`config.mk`:
```
export PLATFORM = sky130hd
export DESIGN_NAME = hwmtx_bank
export DESIGN_NICKNAME = d
export VERILOG_FILES = /design/src/rtl/hwmtx_pkg.sv /design/src/rtl/hwmtx_decode.sv /design/src/rtl/hwmtx_lock.sv /design/src/rtl/hwmtx_bank.sv
export SDC_FILE = /design/constraint.sdc
export NUM_CORES = 2
export LEC_CHECK = 0
export CAP_MARGIN = 20
export CORE_MARGIN = 4
export CORE_UTILIZATION = 25
export DETAILED_ROUTE_END_ITERATION = 6
export GPL_ROUTABILITY_DRIVEN = 0
export PLACE_DENSITY = 0.38
export RECOVER_POWER = 100
export SLEW_MARGIN = 20
export SYNTH_ARGS = -nofsm -noshare
export SYNTH_HDL_FRONTEND = slang
export SYNTH_HIERARCHICAL = 1
export SYNTH_SLANG_ARGS = --single-unit
```
`constraint.sdc`:
```
create_clock -name clk_i -period 1.8 [get_ports clk_i]
set_input_delay 0.45 -clock clk_i [delete_from_list [all_inputs] [get_ports clk_i]]
set_output_delay 0.45 -clock clk_i [all_outputs]
set_load 0.005 [all_outputs]
```
`src/rtl/hwmtx_pkg.sv`:
```
package hwmtx_pkg;
  localparam int ID_W = 32;
  typedef logic [ID_W-1:0] id_t;
  localparam id_t ID_FREE = '0;
endpackage

```
`src/rtl/hwmtx_decode.sv`:
```
module hwmtx_decode #(
  parameter int ADDR_W     = 12,
  parameter int STRIDE_LSB = 7,
  parameter int NUM_LOCKS  = 32,
  localparam int IDX_W     = ADDR_W - STRIDE_LSB
) (
  input  logic [ADDR_W-1:0] addr_i,
  output logic              hit_o,
  output logic [IDX_W-1:0]  idx_o
);
  assign idx_o = addr_i[ADDR_W-1:STRIDE_LSB];
  // only the first word of each slot maps to a lock
  assign hit_o = (addr_i[STRIDE_LSB-1:0] == '0) && (int'(idx_o) < NUM_LOCKS);
endmodule

```
`src/rtl/hwmtx_lock.sv`:
```
module hwmtx_lock
  import hwmtx_pkg::*;
#(
  parameter int NUM_PORTS = 2
) (
  input  logic                      clk_i,
  input  logic                      rst_ni,
  input  logic [NUM_PORTS-1:0]      sel_i,
  input  logic [NUM_PORTS*ID_W-1:0] wdata_i,
  output id_t                       owner_o
);
  id_t  owner_q, win_d;
  logic win_v, take, clr;

  // lowest port index wins
  always_comb begin
    win_v = 1'b0;
    win_d = ID_FREE;
    for (int p = NUM_PORTS - 1; p >= 0; p--) begin
      if (sel_i[p]) begin
        win_v = 1'b1;
        win_d = wdata_i[p*ID_W +: ID_W];
      end
    end
  end

  assign take = win_v && (win_d != ID_FREE) && (owner_q == ID_FREE);
  assign clr  = win_v && (win_d == ID_FREE);

  always_ff @(posedge clk_i or negedge rst_ni) begin
    if (!rst_ni)   owner_q <= ID_FREE;
    else if (clr)  owner_q <= ID_FREE;
    else if (take) owner_q <= win_d;
  end

  assign owner_o = owner_q;

  AST_HELD_STICKS: assert property (@(posedge clk_i) disable iff (!rst_ni)
    (owner_q != ID_FREE && !(sel_i != '0 && win_d == ID_FREE)) |=> owner_q == $past(owner_q));
  AST_FREE_TAKEN: assert property (@(posedge clk_i) disable iff (!rst_ni)
    (owner_q == ID_FREE && sel_i != '0 && win_d != ID_FREE) |=> owner_q == $past(win_d));
  AST_ZERO_FREES: assert property (@(posedge clk_i) disable iff (!rst_ni)
    (sel_i != '0 && win_d == ID_FREE) |=> owner_q == ID_FREE);
  AST_IDLE_STABLE: assert property (@(posedge clk_i) disable iff (!rst_ni)
    (sel_i == '0) |=> $stable(owner_q));
endmodule

```
`src/rtl/hwmtx_bank.sv`:
```
module hwmtx_bank
  import hwmtx_pkg::*;
#(
  parameter int NUM_LOCKS    = 32,
  parameter int NUM_PORTS    = 2,
  parameter int ADDR_W       = 12,
  parameter int STRIDE_BYTES = 128
) (
  input  logic                        clk_i,
  input  logic                        rst_ni,
  input  logic [NUM_PORTS*ADDR_W-1:0] addr_i,
  input  logic [NUM_PORTS-1:0]        we_i,
  input  logic [NUM_PORTS*ID_W-1:0]   wdata_i,
  input  logic [NUM_PORTS-1:0]        re_i,
  output logic [NUM_PORTS*ID_W-1:0]   rdata_o
);
  localparam int STRIDE_LSB = $clog2(STRIDE_BYTES);
  localparam int IDX_W      = ADDR_W - STRIDE_LSB;

  logic [NUM_PORTS-1:0] hit;
  logic [IDX_W-1:0]     idx [NUM_PORTS];
  id_t                  owner [NUM_LOCKS];
  id_t                  rd_q [NUM_PORTS];

  for (genvar p = 0; p < NUM_PORTS; p++) begin : g_port
    hwmtx_decode #(
      .ADDR_W(ADDR_W), .STRIDE_LSB(STRIDE_LSB), .NUM_LOCKS(NUM_LOCKS)
    ) u_dec (
      .addr_i(addr_i[p*ADDR_W +: ADDR_W]),
      .hit_o (hit[p]),
      .idx_o (idx[p])
    );

    always_ff @(posedge clk_i or negedge rst_ni) begin
      if (!rst_ni)                rd_q[p] <= ID_FREE;
      else if (re_i[p] && hit[p]) rd_q[p] <= owner[idx[p]];
      else                        rd_q[p] <= ID_FREE;
    end

    assign rdata_o[p*ID_W +: ID_W] = rd_q[p];

    AST_MISS_READS_ZERO: assert property (@(posedge clk_i) disable iff (!rst_ni)
      (re_i[p] && !hit[p]) |=> rd_q[p] == ID_FREE);
    AST_IDLE_READS_ZERO: assert property (@(posedge clk_i) disable iff (!rst_ni)
      !re_i[p] |=> rd_q[p] == ID_FREE);
  end

  for (genvar l = 0; l < NUM_LOCKS; l++) begin : g_lock
    logic [NUM_PORTS-1:0] sel;
    always_comb begin
      for (int p = 0; p < NUM_PORTS; p++)
        sel[p] = we_i[p] && hit[p] && (int'(idx[p]) == l);
    end

    hwmtx_lock #(.NUM_PORTS(NUM_PORTS)) u_lock (
      .clk_i  (clk_i),
      .rst_ni (rst_ni),
      .sel_i  (sel),
      .wdata_i(wdata_i),
      .owner_o(owner[l])
    );
  end

  initial begin
    AST_WINDOW_FITS: assert (NUM_LOCKS * STRIDE_BYTES <= (1 << ADDR_W));
  end
endmodule

```
* Word level (Yosys, flattened, before mapping)
Index checks and enable logic that the tools add are counted.
Cells by class: $add $sub $neg 0, $mul 0, divide/modulo/power cells 0, magnitude comparators 2, eq/ne operators 62, shift operators 0, multiplexer cells 200, bitwise operators 2, reduce and logical (&&, ||, !) cells 296
Operator list (number):
- 32-bit 2-to-1 mux | 134
- 32-bit zero test | 64
- 32-bit nonzero test | 32
- 32-bit binary-select mux with 5-bit select | 2
- 1-bit logical AND | 164
- 5-bit equality test (second input constant) | 32
- 5-bit by 4-bit equality test with 1-bit output (second input constant) | 16
- 1-bit 2-to-1 mux | 64
- 2-bit nonzero test | 32
- 5-bit by 3-bit equality test with 1-bit output (second input constant) | 8
- 5-bit by 2-bit equality test with 1-bit output (second input constant) | 4
- 7-bit zero test | 2
- 6-bit greater-or-equal comparator (second input constant) | 2
- 5-bit NOT with 6-bit output | 2
- 5-bit by 1-bit equality test with 1-bit output (second input constant) | 2
- 5-bit zero test | 2
Storage, ports and cells: bits in registers 1088, bits in latches 0, memory bits (writable) 0, ROM bits 0, input port bits 94, output and inout port bits 64, memories 0

* Logic depth before layout (Yosys ltp)
word-level depth 10, depth in mapped cells 15, mapped depth without buffers 10

* Cells and area by module
Netlist, hierarchy kept.
Modules (own cells, without submodules):
- hwmtx_lock | times used 32, cells an instance 196, area each 1966.9 um^2
- hwmtx_bank | times used 1, cells an instance 1695, area each 18825.6 um^2
- hwmtx_decode | times used 2, cells an instance 7, area each 57.6 um^2

* Worst setup path after synthesis
OpenSTA, ideal clock, no wires.
path kind input to register, from input port addr_i[16], to register g_lock[17].u_lock.owner_q[0], library setup time 141 ps, arrival 3542 ps, required time 1659 ps, slack -1883 ps, stages on the path 10, path through or4_1 nor4_2 nand2_1 or3_1 nor3_1 or4b_1 or4_4 a211oi_4 buf_6 a31oi_1
Between the ends: cells in the longest elaborated chain, start to end 9, elaborated cells between the ends (all ways) 15
Ends and longest elaborated chain:
- start: declaration | RTL line hwmtx_bank.sv:11 | input logic [NUM_PORTS*ADDR_W-1:0] addr_i,
- 7-bit zero test * | RTL line hwmtx_decode.sv:13 | assign hit_o = (addr_i[STRIDE_LSB-1:0] == '0) && (int'(idx_o) < NUM_LOCKS);
- named net hit[1] | RTL line hwmtx_bank.sv:20 | logic [NUM_PORTS-1:0] hit;
- 1-bit logical AND * (2 in a row) | RTL line hwmtx_bank.sv:52 | sel[p] = we_i[p] && hit[p] && (int'(idx[p]) == l);
- named net g_lock[17].sel[1] | RTL line hwmtx_bank.sv:49 | logic [NUM_PORTS-1:0] sel;
- 32-bit 2-to-1 mux (2 in a row) | RTL line hwmtx_lock.sv:20 | if (sel_i[p]) begin
- 32-bit nonzero test | RTL line hwmtx_lock.sv:27 | assign take = win_v && (win_d != ID_FREE) && (owner_q == ID_FREE);
- 1-bit logical AND (2 in a row) | RTL line hwmtx_lock.sv:27
- 2-bit nonzero test (no source line)
- end signal: assignment | RTL line hwmtx_lock.sv:33 | else if (take) owner_q <= win_d;
- end: declaration | RTL line hwmtx_lock.sv:12 | id_t owner_q, win_d;
Mark *: on every way through the listed nets, which the timed path passes. The rest lies on a longest branch. The select of a mux whose other input is x is not followed. A chain may end at the register's enable or synchronous reset.

* Worst setup path after layout
from input port addr_i[16], to register g_lock[19].u_lock.owner_q[12]
Between the ends: cells in the longest elaborated chain, start to end 9, elaborated cells between the ends (all ways) 15
Ends and longest elaborated chain (RTL line):
- 7-bit zero test * | hwmtx_decode.sv:13
- named net hit[1] | hwmtx_bank.sv:20
- 1-bit logical AND * (2 in a row) | hwmtx_bank.sv:52
- named net g_lock[19].sel[1] | hwmtx_bank.sv:49
- 32-bit 2-to-1 mux (2 in a row) | hwmtx_lock.sv:20
- 32-bit nonzero test | hwmtx_lock.sv:27
- 1-bit logical AND (2 in a row) | hwmtx_lock.sv:27
- 2-bit nonzero test (no source line)
- end signal: assignment | hwmtx_lock.sv:33
- end: declaration | hwmtx_lock.sv:12
Marks and branches as above.

==> results.json <==
{
  "outcome": "complete, but fails checks",
  "violations": "DRC, setup timing",
  "synth-compound-area-share": 0.364,
  "rows": 209,
  "worst_slew_pin_slew_ns": 1.19,
  "stdcell_count": 14112,
  "p_per_area_mw_per_mm2": 573,
  "synth_top_family_by_area": "compound AO/OA/AOI/OAI gates",
  "slew_headroom": 0.207,
  "drv_cap": 0,
  "synth_edf_count": 0,
  "synth_area_leaders": "dfrtp_1, a41oi_1, a22o_1, mux4_2, a31oi_1",
  "synthAdderAreaFrac": 0,
  "setup_viol": 1272,
  "fin_ws_ns": -1.44,
  "r2r_end": "rdata_o[59]$_DFF_PN0_",
  "ys_types": 50,
  "area_growth_pct": 42.9,
  "cpMaxStageDelayCell": "or4_4",
  "max_stage_delay_ns": 0.53,
  "portBuffers": 157,
  "h-tree-depth": 4,
  "synth_cells": 7981,
  "drt_wl_total_um": 625000,
  "synth_top_area_frac": 0.333,
  "worstPathRequired_ns": 2.51,
  "routed_via_density": 7.08,
  "worst-path-buf-inv": 6,
  "rr_worst_depth": 4,
  "ys_warn_count": 6,
  "wire_per_inst_um": 44.3,
  "synth_mux_area_frac": 0.144,
  "cp_num_cells": 16,
  "async_flop_share": 1.00,
  "root_buffer": "clkbuf_16",
  "numCtsBuffers": 154,
  "worst-path-max-fanout": 8,
  "synth-simple-area-share": 0.0956,
  "ant_nets": 0,
  "cts_buffer_depth": 4,
  "path_common_cell": "buf_6",
  "rrSetupSlack_ns": -1.10,
  "syn_area_mm2": 0.0819,
  "drc": 2,
  "grt_pass1_vias": 95413,
  "grt_max_degree": 77,
  "critPathCaptureType": "register",
  "overflow": 0,
  "dieArea_mm2": 0.337,
  "worstReg2RegStart": "g_lock[1].u_lock/owner_o[27]$_DFFE_PN0P_",
  "cts.clk_slew.worst_paths_ns": 0.06,
  "track_usage": 0.352,
  "max_freq_ghz": 0.309,
  "dieWidth_um": 580,
  "dp_cells": 13711,
  "max-vdd-ir-drop_uv": 727,
  "fillers": 32225,
  "crit_type": "in -> reg",
  "finClkSkew_ns": 0.0748,
  "critPathLaunchType": "input pin",
  "seq_area_frac_synth": 0.333,
  "yosysTopAreaCell": "dfrtp_1",
  "grt_pass1_wl_um": 841000,
  "antenna_found_initial": 73,
  "whs_ns": 0.178,
  "post-route-period-util": 1.80,
  "crit_arrival_ns": 3.95,
  "min_path_cells": 4,
  "hold_end": "g_lock[17].u_lock/owner_o[22]$_DFFE_PN0P_",
  "clock_sinks": 1088,
  "synth_seq_cells": 1088,
  "final_nets": 9754,
  "power_mw": 67.0,
  "synth_top_flop_cell": "dfrtp_1",
  "drv_slew": 0,
  "crit_chain": "buf_6 > or4_4 > nor4_4 > nand2_4 > buf_6 > nor2_4 > buf_6 > nand3_4 > buf_6 > nor3_4 > or4b_4 > or4_4 > a211oi_4 > buf_12 > clkbuf_16 > a31oi_1",
  "hpwl_um": 440000,
  "hold_viol_final": 0,
  "synth_fp_nets": 8075,
  "fin_crit_ns": 3.24,
  "ios": 158,
  "start_util": 0.252,
  "p_leak_nw": 46.8,
  "drive_gt1_frac": 0.370,
  "vias": 99934,
  "dr.pass1.iters": 7,
  "worstSkewPairLatency_ns": 0.91,
  "rsz0062_at_grt": "yes",
  "die_h_um": 580,
  "hold_class": "in -> reg",
  "critical-path-top-delay-family": "simple AND/OR/NAND/NOR gates",
  "avgSynthCellArea_um2": 10.3,
  "drt_iter0_drc": 15394,
  "synth-xor-area-share": 0,
  "tritoncts": "yes",
  "min-delay-start": "wdata_i[54]",
  "core_area_mm2": 0.325
}
==> cells by family after synthesis <==
| kind of cell | Yosys count |
|---|---|
| multiplexers | 768 |
| AND/OR/NAND/NOR | 1278 |
| buffers and inverters | 1104 |
| flip-flops | 1088 |
| AO/OA/AOI/OAI | 3743 |
==> final cells by class <==
| type | count | area, µm² | share of cell area |
|---|---|---|---|
| Multi-Input combinational cell | 5789 | 51800 | 0.443 |
| Timing Repair Buffer | 2626 | 27400 | 0.234 |
| Sequential cell | 1088 | 27200 | 0.233 |
| Tap cell | 4325 | 5410 | 0.0462 |
| Clock buffer | 208 | 4350 | 0.0371 |
| Clock inverter | 53 | 776 | 0.00663 |
| Antenna cell | 22 | 55.1 | 0.000470 |
| Inverter | 1 | 3.75 | 0.0000321 |
==> power breakdown <==
| group | leakage, nW | total (mW) | switching (mW) | internal (mW) |
|---|---|---|---|---|
| Clock | 2.53 | 32.9 | 13.4 | 19.4 |
| Sequential | 15.2 | 24.5 | 0.000782 | 24.5 |
| Combinational | 29.0 | 9.66 | 6.85 | 2.81 |
| Total | 46.8 | 67.0 | 20.3 | 46.7 |
==> worst max-delay path by stage <==
stage	to	from
2_1_floorplan	g_lock[4].u_lock/owner_o[0]$_DFFE_PN0P_	addr_i[16]
3_3_place_gp	g_lock[1].u_lock/owner_o[19]$_DFFE_PN0P_	addr_i[16]
3_5_place_dp	g_lock[2].u_lock/owner_o[10]$_DFFE_PN0P_	addr_i[16]
4_1_cts	g_lock[1].u_lock/owner_o[6]$_DFFE_PN0P_	addr_i[16]
5_1_grt	g_lock[16].u_lock/owner_o[16]$_DFFE_PN0P_	addr_i[16]
6_report	g_lock[19].u_lock/owner_o[12]$_DFFE_PN0P_	addr_i[16]
==> tightest hold or removal path: cells and delay by family <==
kind	cells	cell delay (ns)
AOI/OAI and AO/OA	3	0.37
buffers and inverters	1	0.16
==> cell usage in the layout (no fill, tap or decap), types with 103 or more instances in the layout <==
cell,Yosys,routed
mux2i_1,388,388
buf_4,42,1920
nor4_1,512,512
a22o_1,992,991
mux4_2,321,321
buf_12,0,508
dfrtp_1,1088,1088
a41oi_1,1056,1055
a221oi_1,127,127
nand2_1,110,103
clkbuf_16,0,164
a31oi_1,1024,936
==> synth_stat cells (33+ instances only) <==
library cell,count
mux4_2,321
and3_1,33
a22o_1,992
buf_2,67
a211oi_1,49
nand3b_1,36
clkbuf_1,839
buf_1,38
nor3_1,112
nor2_1,87
a221oi_1,127
o21ai_0,66
dfrtp_1,1088
a31oi_1,1024
mux2i_1,388
o21ai_1,61
buf_6,113
nor4_1,512
or4_1,34
a41oi_1,1056
o22ai_1,51
a21oi_1,80
nand2_1,110
or2_2,35
nand3_1,100
nor2b_1,37
o221ai_1,78
mux2_2,59
buf_4,42
==> layer usage <==
| metal | track usage | vias up | wire length [µm] |
|---|---|---|---|
| met4 | 0.245 | 50 | 56000 |
| met2 | 0.503 | 8250 | 255000 |
| met3 | 0.132 | 1994 | 80200 |
| li1 | - | 38346 | - |
| met5 | 0.000709 | - | 319 |
| met1 | 0.436 | 51294 | 234000 |
==> state kept, by name, indices dropped and copies added (netlist names) <==
register,cells
rdata_o,64
g_lock.u_lock/owner_o,1024
==> metrics by stage <==
| stage | instance area, µm² | setup TNS (ns) | utilization | setup slack [ns] |
|---|---|---|---|---|
| 5_1_grt | 117000 | -1425.44 | 0.360 | -1.46 |
| 6_report | 117000 | -1355.88 | 0.360 | -1.44 |
| 2_1_floorplan | 82100 | -1647.47 | - | -1.66 |
| 3_5_place_dp | 108000 | -2575.51 | 0.333 | -2.63 |
| 4_1_cts | 116000 | -1262.32 | 0.356 | -1.36 |
| 3_3_place_gp | 108000 | -2577.67 | 0.333 | -2.67 |
==> what timing repair did <==
item,4_1_cts,5_1_grt
gates resized for setup,137,155
hold buffers,1,0
endpoints found under the hold margin,832,0
gates cloned,44,10
pin swaps,115,120
buffers inserted,60,15
setup endpoints to repair,1152,1152
Power figures use the tool's default switching activity.
